File: config.mk
export PLATFORM = sky130hd
export DESIGN_NAME = sobel_grad_kernel
export DESIGN_NICKNAME = d
export VERILOG_FILES = /design/src/rtl/sobel_grad_pkg.sv /design/src/rtl/sgk_line_sum.sv /design/src/rtl/sgk_diff.sv /design/src/rtl/sgk_out_reg.sv /design/src/rtl/sobel_grad_kernel.sv
export SDC_FILE = /design/constraint.sdc
export NUM_CORES = 1
export LEC_CHECK = 0
export ABC_AREA = 0
export BUFFER_PORTS_ARGS = -buffer_cell sky130_fd_sc_hd__buf_2
export CORE_MARGIN = 10
export CORE_UTILIZATION = 59
export CTS_CLUSTER_DIAMETER = 60
export DETAILED_ROUTE_END_ITERATION = 8
export PLACE_DENSITY = 0.95
export SLEW_MARGIN = 20
export SYNTH_ARGS = -nofsm -noshare
export SYNTH_HDL_FRONTEND = slang
export SYNTH_HIERARCHICAL = 1
export SYNTH_SLANG_ARGS = --single-unit
File: constraint.sdc
create_clock -name clk_i -period 2.2 [get_ports clk_i]
set_input_delay 0.11 -clock clk_i [delete_from_list [all_inputs] [get_ports clk_i]]
set_output_delay 0.11 -clock clk_i [all_outputs]
set_load 0.005 [all_outputs]
File: src/rtl/sobel_grad_pkg.sv
package sobel_grad_pkg;
  localparam int unsigned NUM_LINES     = 2;
  localparam int unsigned TAPS_PER_LINE = 3;
  localparam int unsigned LINE_POS      = 0;
  localparam int unsigned LINE_NEG      = 1;
  localparam int unsigned TAP_SIDE0     = 0;
  localparam int unsigned TAP_MID       = 1;
  localparam int unsigned TAP_SIDE1     = 2;
endpackage

File: src/rtl/sgk_line_sum.sv
module sgk_line_sum #(
  parameter int unsigned PIX_W = 24,
  parameter int unsigned SUM_W = PIX_W + 2
) (
  input  logic [PIX_W-1:0] side0_i,
  input  logic [PIX_W-1:0] mid_i,
  input  logic [PIX_W-1:0] side1_i,
  output logic [SUM_W-1:0] sum_o
);
  logic [SUM_W-1:0] side0_ext, mid_ext, side1_ext, mid_dbl;

  assign side0_ext = SUM_W'(side0_i);
  assign mid_ext   = SUM_W'(mid_i);
  assign side1_ext = SUM_W'(side1_i);
  // weight 2 on the centre tap: shift, no multiplier
  assign mid_dbl   = mid_ext << 1;
  assign sum_o     = side0_ext + mid_dbl + side1_ext;
endmodule

File: src/rtl/sgk_diff.sv
module sgk_diff #(
  parameter int unsigned SUM_W = 26,
  parameter int unsigned RES_W = 29
) (
  input  logic [SUM_W-1:0] pos_i,
  input  logic [SUM_W-1:0] neg_i,
  output logic [RES_W-1:0] diff_o
);
  localparam int unsigned DIFF_W = SUM_W + 1;

  logic signed [DIFF_W-1:0] diff;

  // one guard bit keeps the unsigned difference exact
  assign diff = $signed({1'b0, pos_i}) - $signed({1'b0, neg_i});

  if (RES_W > DIFF_W) begin : g_sext
    assign diff_o = {{(RES_W-DIFF_W){diff[DIFF_W-1]}}, diff};
  end else if (RES_W == DIFF_W) begin : g_exact
    assign diff_o = diff;
  end else begin : g_trunc
    assign diff_o = diff[RES_W-1:0];
  end
endmodule

File: src/rtl/sgk_out_reg.sv
module sgk_out_reg #(
  parameter int unsigned RES_W = 29
) (
  input  logic             clk_i,
  input  logic             rst_ni,
  input  logic             valid_i,
  input  logic [RES_W-1:0] grad_d_i,
  output logic [RES_W-1:0] grad_o,
  output logic             ready_o
);
  always_ff @(posedge clk_i or negedge rst_ni) begin
    if (!rst_ni) begin
      grad_o  <= '0;
      ready_o <= 1'b0;
    end else begin
      ready_o <= valid_i;
      if (valid_i) grad_o <= grad_d_i;
    end
  end
endmodule

File: src/rtl/sobel_grad_kernel.sv
module sobel_grad_kernel
  import sobel_grad_pkg::*;
#(
  parameter int unsigned PIX_W = 24,
  parameter int unsigned RES_W = 29
) (
  input  logic             clk_i,
  input  logic             rst_ni,
  input  logic             valid_i,
  input  logic [PIX_W-1:0] pos_side0_i,
  input  logic [PIX_W-1:0] pos_mid_i,
  input  logic [PIX_W-1:0] pos_side1_i,
  input  logic [PIX_W-1:0] neg_side0_i,
  input  logic [PIX_W-1:0] neg_mid_i,
  input  logic [PIX_W-1:0] neg_side1_i,
  output logic [RES_W-1:0] grad_o,
  output logic             ready_o
);
  localparam int unsigned SUM_W = PIX_W + 2;

  logic [PIX_W-1:0] taps     [NUM_LINES][TAPS_PER_LINE];
  logic [SUM_W-1:0] line_sum [NUM_LINES];
  logic [RES_W-1:0] grad_d;

  assign taps[LINE_POS][TAP_SIDE0] = pos_side0_i;
  assign taps[LINE_POS][TAP_MID]   = pos_mid_i;
  assign taps[LINE_POS][TAP_SIDE1] = pos_side1_i;
  assign taps[LINE_NEG][TAP_SIDE0] = neg_side0_i;
  assign taps[LINE_NEG][TAP_MID]   = neg_mid_i;
  assign taps[LINE_NEG][TAP_SIDE1] = neg_side1_i;

  for (genvar l = 0; l < NUM_LINES; l++) begin : g_line
    sgk_line_sum #(.PIX_W(PIX_W), .SUM_W(SUM_W)) u_line_sum (
      .side0_i(taps[l][TAP_SIDE0]),
      .mid_i  (taps[l][TAP_MID]),
      .side1_i(taps[l][TAP_SIDE1]),
      .sum_o  (line_sum[l])
    );
  end

  sgk_diff #(.SUM_W(SUM_W), .RES_W(RES_W)) u_diff (
    .pos_i (line_sum[LINE_POS]),
    .neg_i (line_sum[LINE_NEG]),
    .diff_o(grad_d)
  );

  sgk_out_reg #(.RES_W(RES_W)) u_out_reg (
    .clk_i   (clk_i),
    .rst_ni  (rst_ni),
    .valid_i (valid_i),
    .grad_d_i(grad_d),
    .grad_o  (grad_o),
    .ready_o (ready_o)
  );
endmodule

==> results.cfg, run 1 <==
[yosys]
post_synth_num_cell_types = 74
synth_enable_flop_cells = 0
postSynth.topFlopCell = sky130_fd_sc_hd__dfrtp_1
synth-seq-cells = 30
async_set_reset_flop_share_out_of_synthesis_pct = 100
synth_fp_nets = 964
ys_warn_count = 6
instance_count_of_the_mapped_netlist = 692
post_synth_instance_area_um2 = 6180
syn_area_per_cell_um2 = 8.93
synth.yosys.seq_area_share_pct = 12.2

[placement]
placed_area_um2 = 8840
pre_cts_slack_ps = -2360
detailed_place_hpwl_um = 21100
io_buffer_count = 176
gp_routability_congestion = 0.982

[die]
initial_core_util_pct = 60.1
rows = 37
fp.dieW_um = 122
die_height_um = 122
boundaryPins = 177

[run_status]
outcome = aborted with a tool error
flow.first_error = [ERROR GRT-0232] Routing congestion too high. Check the congestion heatmap in the GUI.
failing_step = global routing

[clock_tree]
cts.root.buffer_cell = sky130_fd_sc_hd__clkbuf_8
cts_num_sinks = 30
tritoncts.num_buffers = 5
cts.htree.levels = 2
cts.path.max_buffers = 2

[grt]
leftover_overflow_at_the_end_of_global_routing = 1533
global_route.usage.total_pct = 93.8
largest_net_degree_at_the_start_of_global_routing = 31
per-layer routing:
layer  GRT overflow  track usage, %
met5              1            28.9
met4            346             111
met2           1167             131
met3             11            68.8
met1              8            76.6
cells in the mapped netlist, types with 3 or more instances:
| library cell | instances | area [um2] |
|---|---|---|
| sky130_fd_sc_hd__buf_4 | 3 | 22.5 |
| sky130_fd_sc_hd__xor2_1 | 21 | 184 |
| sky130_fd_sc_hd__buf_6 | 3 | 33.8 |
| sky130_fd_sc_hd__and3_1 | 10 | 62.6 |
| sky130_fd_sc_hd__nor2b_1 | 6 | 37.5 |
| sky130_fd_sc_hd__fa_1 | 49 | 981 |
| sky130_fd_sc_hd__nor3_1 | 11 | 55.1 |
| sky130_fd_sc_hd__o211a_1 | 3 | 30.0 |
| sky130_fd_sc_hd__mux2_2 | 19 | 214 |
| sky130_fd_sc_hd__buf_2 | 4 | 20.0 |
| sky130_fd_sc_hd__a21oi_2 | 6 | 52.6 |
| sky130_fd_sc_hd__a211o_1 | 4 | 35.0 |
| sky130_fd_sc_hd__ha_1 | 76 | 951 |
| sky130_fd_sc_hd__o21ai_1 | 7 | 35.0 |
| sky130_fd_sc_hd__o21bai_1 | 8 | 60.1 |
| sky130_fd_sc_hd__clkbuf_1 | 11 | 41.3 |
| sky130_fd_sc_hd__o21ai_0 | 27 | 135 |
| sky130_fd_sc_hd__o21a_1 | 10 | 75.1 |
| sky130_fd_sc_hd__a21oi_1 | 67 | 335 |
| sky130_fd_sc_hd__and2_1 | 5 | 31.3 |
| sky130_fd_sc_hd__dfrtp_1 | 30 | 751 |
| sky130_fd_sc_hd__o2111ai_1 | 3 | 26.3 |
| sky130_fd_sc_hd__a31oi_1 | 6 | 37.5 |
| sky130_fd_sc_hd__nand2_1 | 63 | 236 |
| sky130_fd_sc_hd__a221oi_2 | 4 | 60.1 |
| sky130_fd_sc_hd__inv_1 | 48 | 180 |
| sky130_fd_sc_hd__xnor2_1 | 38 | 333 |
| sky130_fd_sc_hd__mux2_4 | 10 | 150 |
| sky130_fd_sc_hd__a211oi_1 | 4 | 30.0 |
| sky130_fd_sc_hd__nand3_1 | 13 | 65.1 |
| sky130_fd_sc_hd__nand4_1 | 9 | 56.3 |
| sky130_fd_sc_hd__and4_1 | 4 | 35.0 |
| sky130_fd_sc_hd__nor2_1 | 34 | 128 |
| sky130_fd_sc_hd__a21o_1 | 25 | 188 |
logic make-up after synthesis:
group	after synthesis	share of synthesized area (%)
simple gates	167	13.0
buf+inv	69	4.82
fa+ha+maj	125	31.3
flops	30	12.2
mux	30	6.06
compound gates	212	24.3
xor+xnor	59	8.37
what timing repair did:
item | 4_1_cts
endpoints found under the hold margin | 30
setup endpoints to repair | 27
resized for setup | 55
pin swaps | 34
hold buffers | 1
setup buffers | 14
stage by stage:
step,hold slack [ps],setup TNS (ps),cells
after detailed placement,172,-48430,1174
after CTS,345,-37340,1197
after global placement,163,-42760,1174
after floorplan,-186,-32570,692
==> run 2, diff against run 1 <==
Settings changed: CORE_UTILIZATION 59 to 40, CTS_CLUSTER_DIAMETER 60 to not set, PLACE_DENSITY 0.95 to not set, PLACE_DENSITY_LB_ADDON set to 0.15.
==> results.cfg, run 2 <==
[yosys]
synth_enable_flop_cells = 0
synthAdderAreaFrac_pct = 31.3
synth_compound_area_share_pct = 24.3
xor_and_xnor_area_share_after_synthesis_pct = 8.37
post_synth_num_cell_types = 74
ys_warn_count = 6
synth.yosys.seq_area_share_pct = 12.2
synth.top_cells.by_area = sky130_fd_sc_hd__fa_1 (16%), sky130_fd_sc_hd__ha_1 (15%), sky130_fd_sc_hd__dfrtp_1 (12%)
yosys.cell_count.top_type = sky130_fd_sc_hd__ha_1
async_set_reset_flop_share_out_of_synthesis_pct = 100
synth_mux_area_share_pct = 6.06
synth_top_family_by_area = adder cells
synth_top_cell_area_share_pct = 15.9
postSynth.topFlopCell = sky130_fd_sc_hd__dfrtp_1
post_synth_instance_area_um2 = 6180
synth_fp_nets = 964
instance_count_of_the_mapped_netlist = 692
syn_area_per_cell_um2 = 8.93
synthSimpleGateAreaFrac_pct = 13.0
synth_commonest_cells = sky130_fd_sc_hd__ha_1 (76), sky130_fd_sc_hd__a21oi_1 (67), sky130_fd_sc_hd__nand2_1 (63)
post-synth-top-area-cell = sky130_fd_sc_hd__fa_1
synth-seq-cells = 30

[layout]
fillers = 1287
area_growth_syn_to_layout_pct = 57.5
mostFrequentLayoutCell = sky130_fd_sc_hd__buf_4
drive_gt1_share_pct = 50.8
biggestRegsByFlops = u_out_reg/grad_o (29), u_out_reg/ready_o (1)
antenna-diode-count = 0
regMostFlops = u_out_reg/grad_o
largest_register_ffs = 29
nNetsFinal = 1355
most-common-layout-cells = sky130_fd_sc_hd__buf_4 (211), sky130_fd_sc_hd__buf_2 (174), sky130_fd_sc_hd__ha_1 (60), sky130_fd_sc_hd__nand2_1 (55), sky130_fd_sc_hd__a21oi_1 (52)
finish.utilization_pct = 64.2

[run_status]
failed_checks = setup timing
outcome = complete, but fails checks

[grt]
global_route.usage.total_pct = 19.1
grt_pass1_wl_um = 33200
antenna_found_initial = 0
grt_pass1_vias = 7254
largest_net_degree_at_the_start_of_global_routing = 31
leftover_overflow_at_the_end_of_global_routing = 0

[route]
vias_per_cell = 5.16
remaining_design_rule_violation_count = 0
detailedRoute.firstIterationViolations = 212
drtPass1Iterations = 5
detail_route.wl_per_cell_um = 15.7
finalWirelength_um = 20000
count_of_antenna_violating_nets_left_after_detailed_routing = 0
vias = 6555

[placement]
gp_routability_congestion = 0.883
io_buffer_count = 176
detailed_place_hpwl_um = 17200
pre_cts_slack_ps = -2200

[power]
power.share.switching_pct = 42.8
power_per_cell_area_nw_per_um2 = 1440
clock_share_of_power_pct = 4.4
leakagePower_nw = 4.82
vdd_drop_max_mv = 0.788
netSwitchingPower_w = 0.00599
comb_power_share_pct = 88.3
seq_power_share_pct = 7.2
power_report.internal_total_w = 0.00801
finalPower_w = 0.0140

[sta]
final_cycle_share_pct = 183
setup_total_negative_slack_ps = -38300
clock_skew_ps = 0
worst_rel_slew_slack_pct = 46.5
layout_setup_ws_ps = -1830
rsz0062_at_grt = true
hold_viol_final = 0
timing.hold.ws_ps = 371
tightest_slew_ps = 802
final_max_slew_viol_count = 0
setup_viol = 26
final_period_minus_worst_setup_slack_ps = 4030
fmaxAchievable_ghz = 0.248

[clock_tree]
tritoncts.num_buffers = 5
cts_tree = yes
cts_num_sinks = 30
cts.root.buffer_cell = sky130_fd_sc_hd__clkbuf_16
cts.htree.levels = 2
clock_latency_reported_for_the_late_side_of_the_worst_skew_pair_ps = 270
cts.path.max_buffers = 2
cts.clk_slew.worst_paths_ps = 50

[min_path]
worst_hold_path_type = input pin to flop
hold-path-cell-count = 1

[critical_path]
cp_slowest_stage_delay_ps = 540
worst-setup-path-type = input pin to flop
critical_path.cell_chain = buf_8 > inv_8 > fa_1 > inv_2 > ha_4 > fa_2 > a21o_1 > a221o_1 > a21oi_4 > o21bai_4 > a21oi_2 > xnor2_1 > inv_1 > ha_4 > nand4_1 > nor4_1 > o21ai_1 > a41o_1 > a221oi_2 > mux2_4
timing.reg2reg.worst_path_depth = 1
timing.critical_path.from_type = input pin
worst_setup_path_end_kind = flop
timing.critical_path.mode_cell = sky130_fd_sc_hd__ha_4
crit_slowest_cell = sky130_fd_sc_hd__fa_1
required_ps = 2410
critical_path_arrival_ps = 4240
path_max_fanout = 5

[die]
die_height_um = 144
rows = 45
initial_core_util_pct = 40.8
die-area_um2 = 20800
placeableCoreArea_um2 = 15100
boundaryPins = 177
fp.dieW_um = 144

[run]
maxCapViolCount = 0
-- run 2: cell counts after synthesis --
No cell type changed its count.
-- run 2: worst max-delay path: cells and delay by family --
kind | cells | cell delay, ps
XOR/XNOR | 1 | 150
adder cells (fa/ha/maj) | 4 | 1370
multiplexers | 1 | 170
AO/OA/AOI/OAI | 8 | 1780
AND/OR/NAND/NOR | 2 | 390
buffers and inverters | 4 | 270
-- run 2: final cells by class --
class / count / area [um2] / share of cell area [%]
inverters: 48 / 188 / 1.93
well taps: 188 / 235 / 2.42
multi-input cells: 593 / 5740 / 59.0
clock buffers: 7 / 133 / 1.36
flip-flops and latches: 30 / 751 / 7.72
repair buffers: 405 / 2680 / 27.6
-- run 2: repair_timing --
action / CTS / global route
resized for setup: 45 / 38
hold buffers: 1 / 0
endpoints found under the hold margin: 30 / 0
endpoints found under the setup margin: 27 / 27
setup buffers: 9 / 13
pin swaps: 41 / 25
-- run 2: through the flow --
stage	cells	instance area (um2)
4_1_cts	1259	9450
3_3_place_gp	1243	9030
3_5_place_dp	1243	9030
5_1_grt	1271	9730
2_1_floorplan	692	6470
6_report	1271	9730
-- run 2: final timing paths --
check	from	endpoint	slack, ps
max reg2reg	u_out_reg/grad_o[28]	u_out_reg/grad_o[28]	1410
max	neg_side1_i[1]	u_out_reg/grad_o[25]	-1830
max in group asynchronous	rst_ni	u_out_reg/grad_o[22]	1370
min reg2reg	u_out_reg/grad_o[22]	u_out_reg/grad_o[22]	500
min in group asynchronous	rst_ni	u_out_reg/grad_o[3]	410
min	valid_i	u_out_reg/ready_o	370
-- run 2: metal layers --
layer	wire (um)	vias to the layer above	GRT usage [%]
li1	-	3278	-
met3	1060	18	3.51
met4	199	0	2.93
met5	0	-	0
met1	8140	3127	21.6
met2	10600	132	36.8
-- run 2: power by group through the flow --
stage	logic (W)	registers [W]	clock network [W]
2_1_floorplan	0.00652	0.00102	0
3_3_place_gp	0.0106	0.00100	0
3_5_place_dp	0.0108	0.00101	0
4_1_cts	0.0116	0.00102	0.000639
5_1_grt	0.0135	0.00105	0.000667
6_report	0.0124	0.00101	0.000623
-- run 2: kinds of logic (layout without fill, tap and decap cells) --
family,after synthesis,after routing
flip-flops,30,30
XOR/XNOR,59,59
buffers and inverters,69,460
AND/OR/NAND/NOR,167,167
multiplexers,30,30
adder cells (fa/ha/maj),125,125
AO/OA/AOI/OAI,212,212
Note: power is estimated with default switching activity, not from simulation.
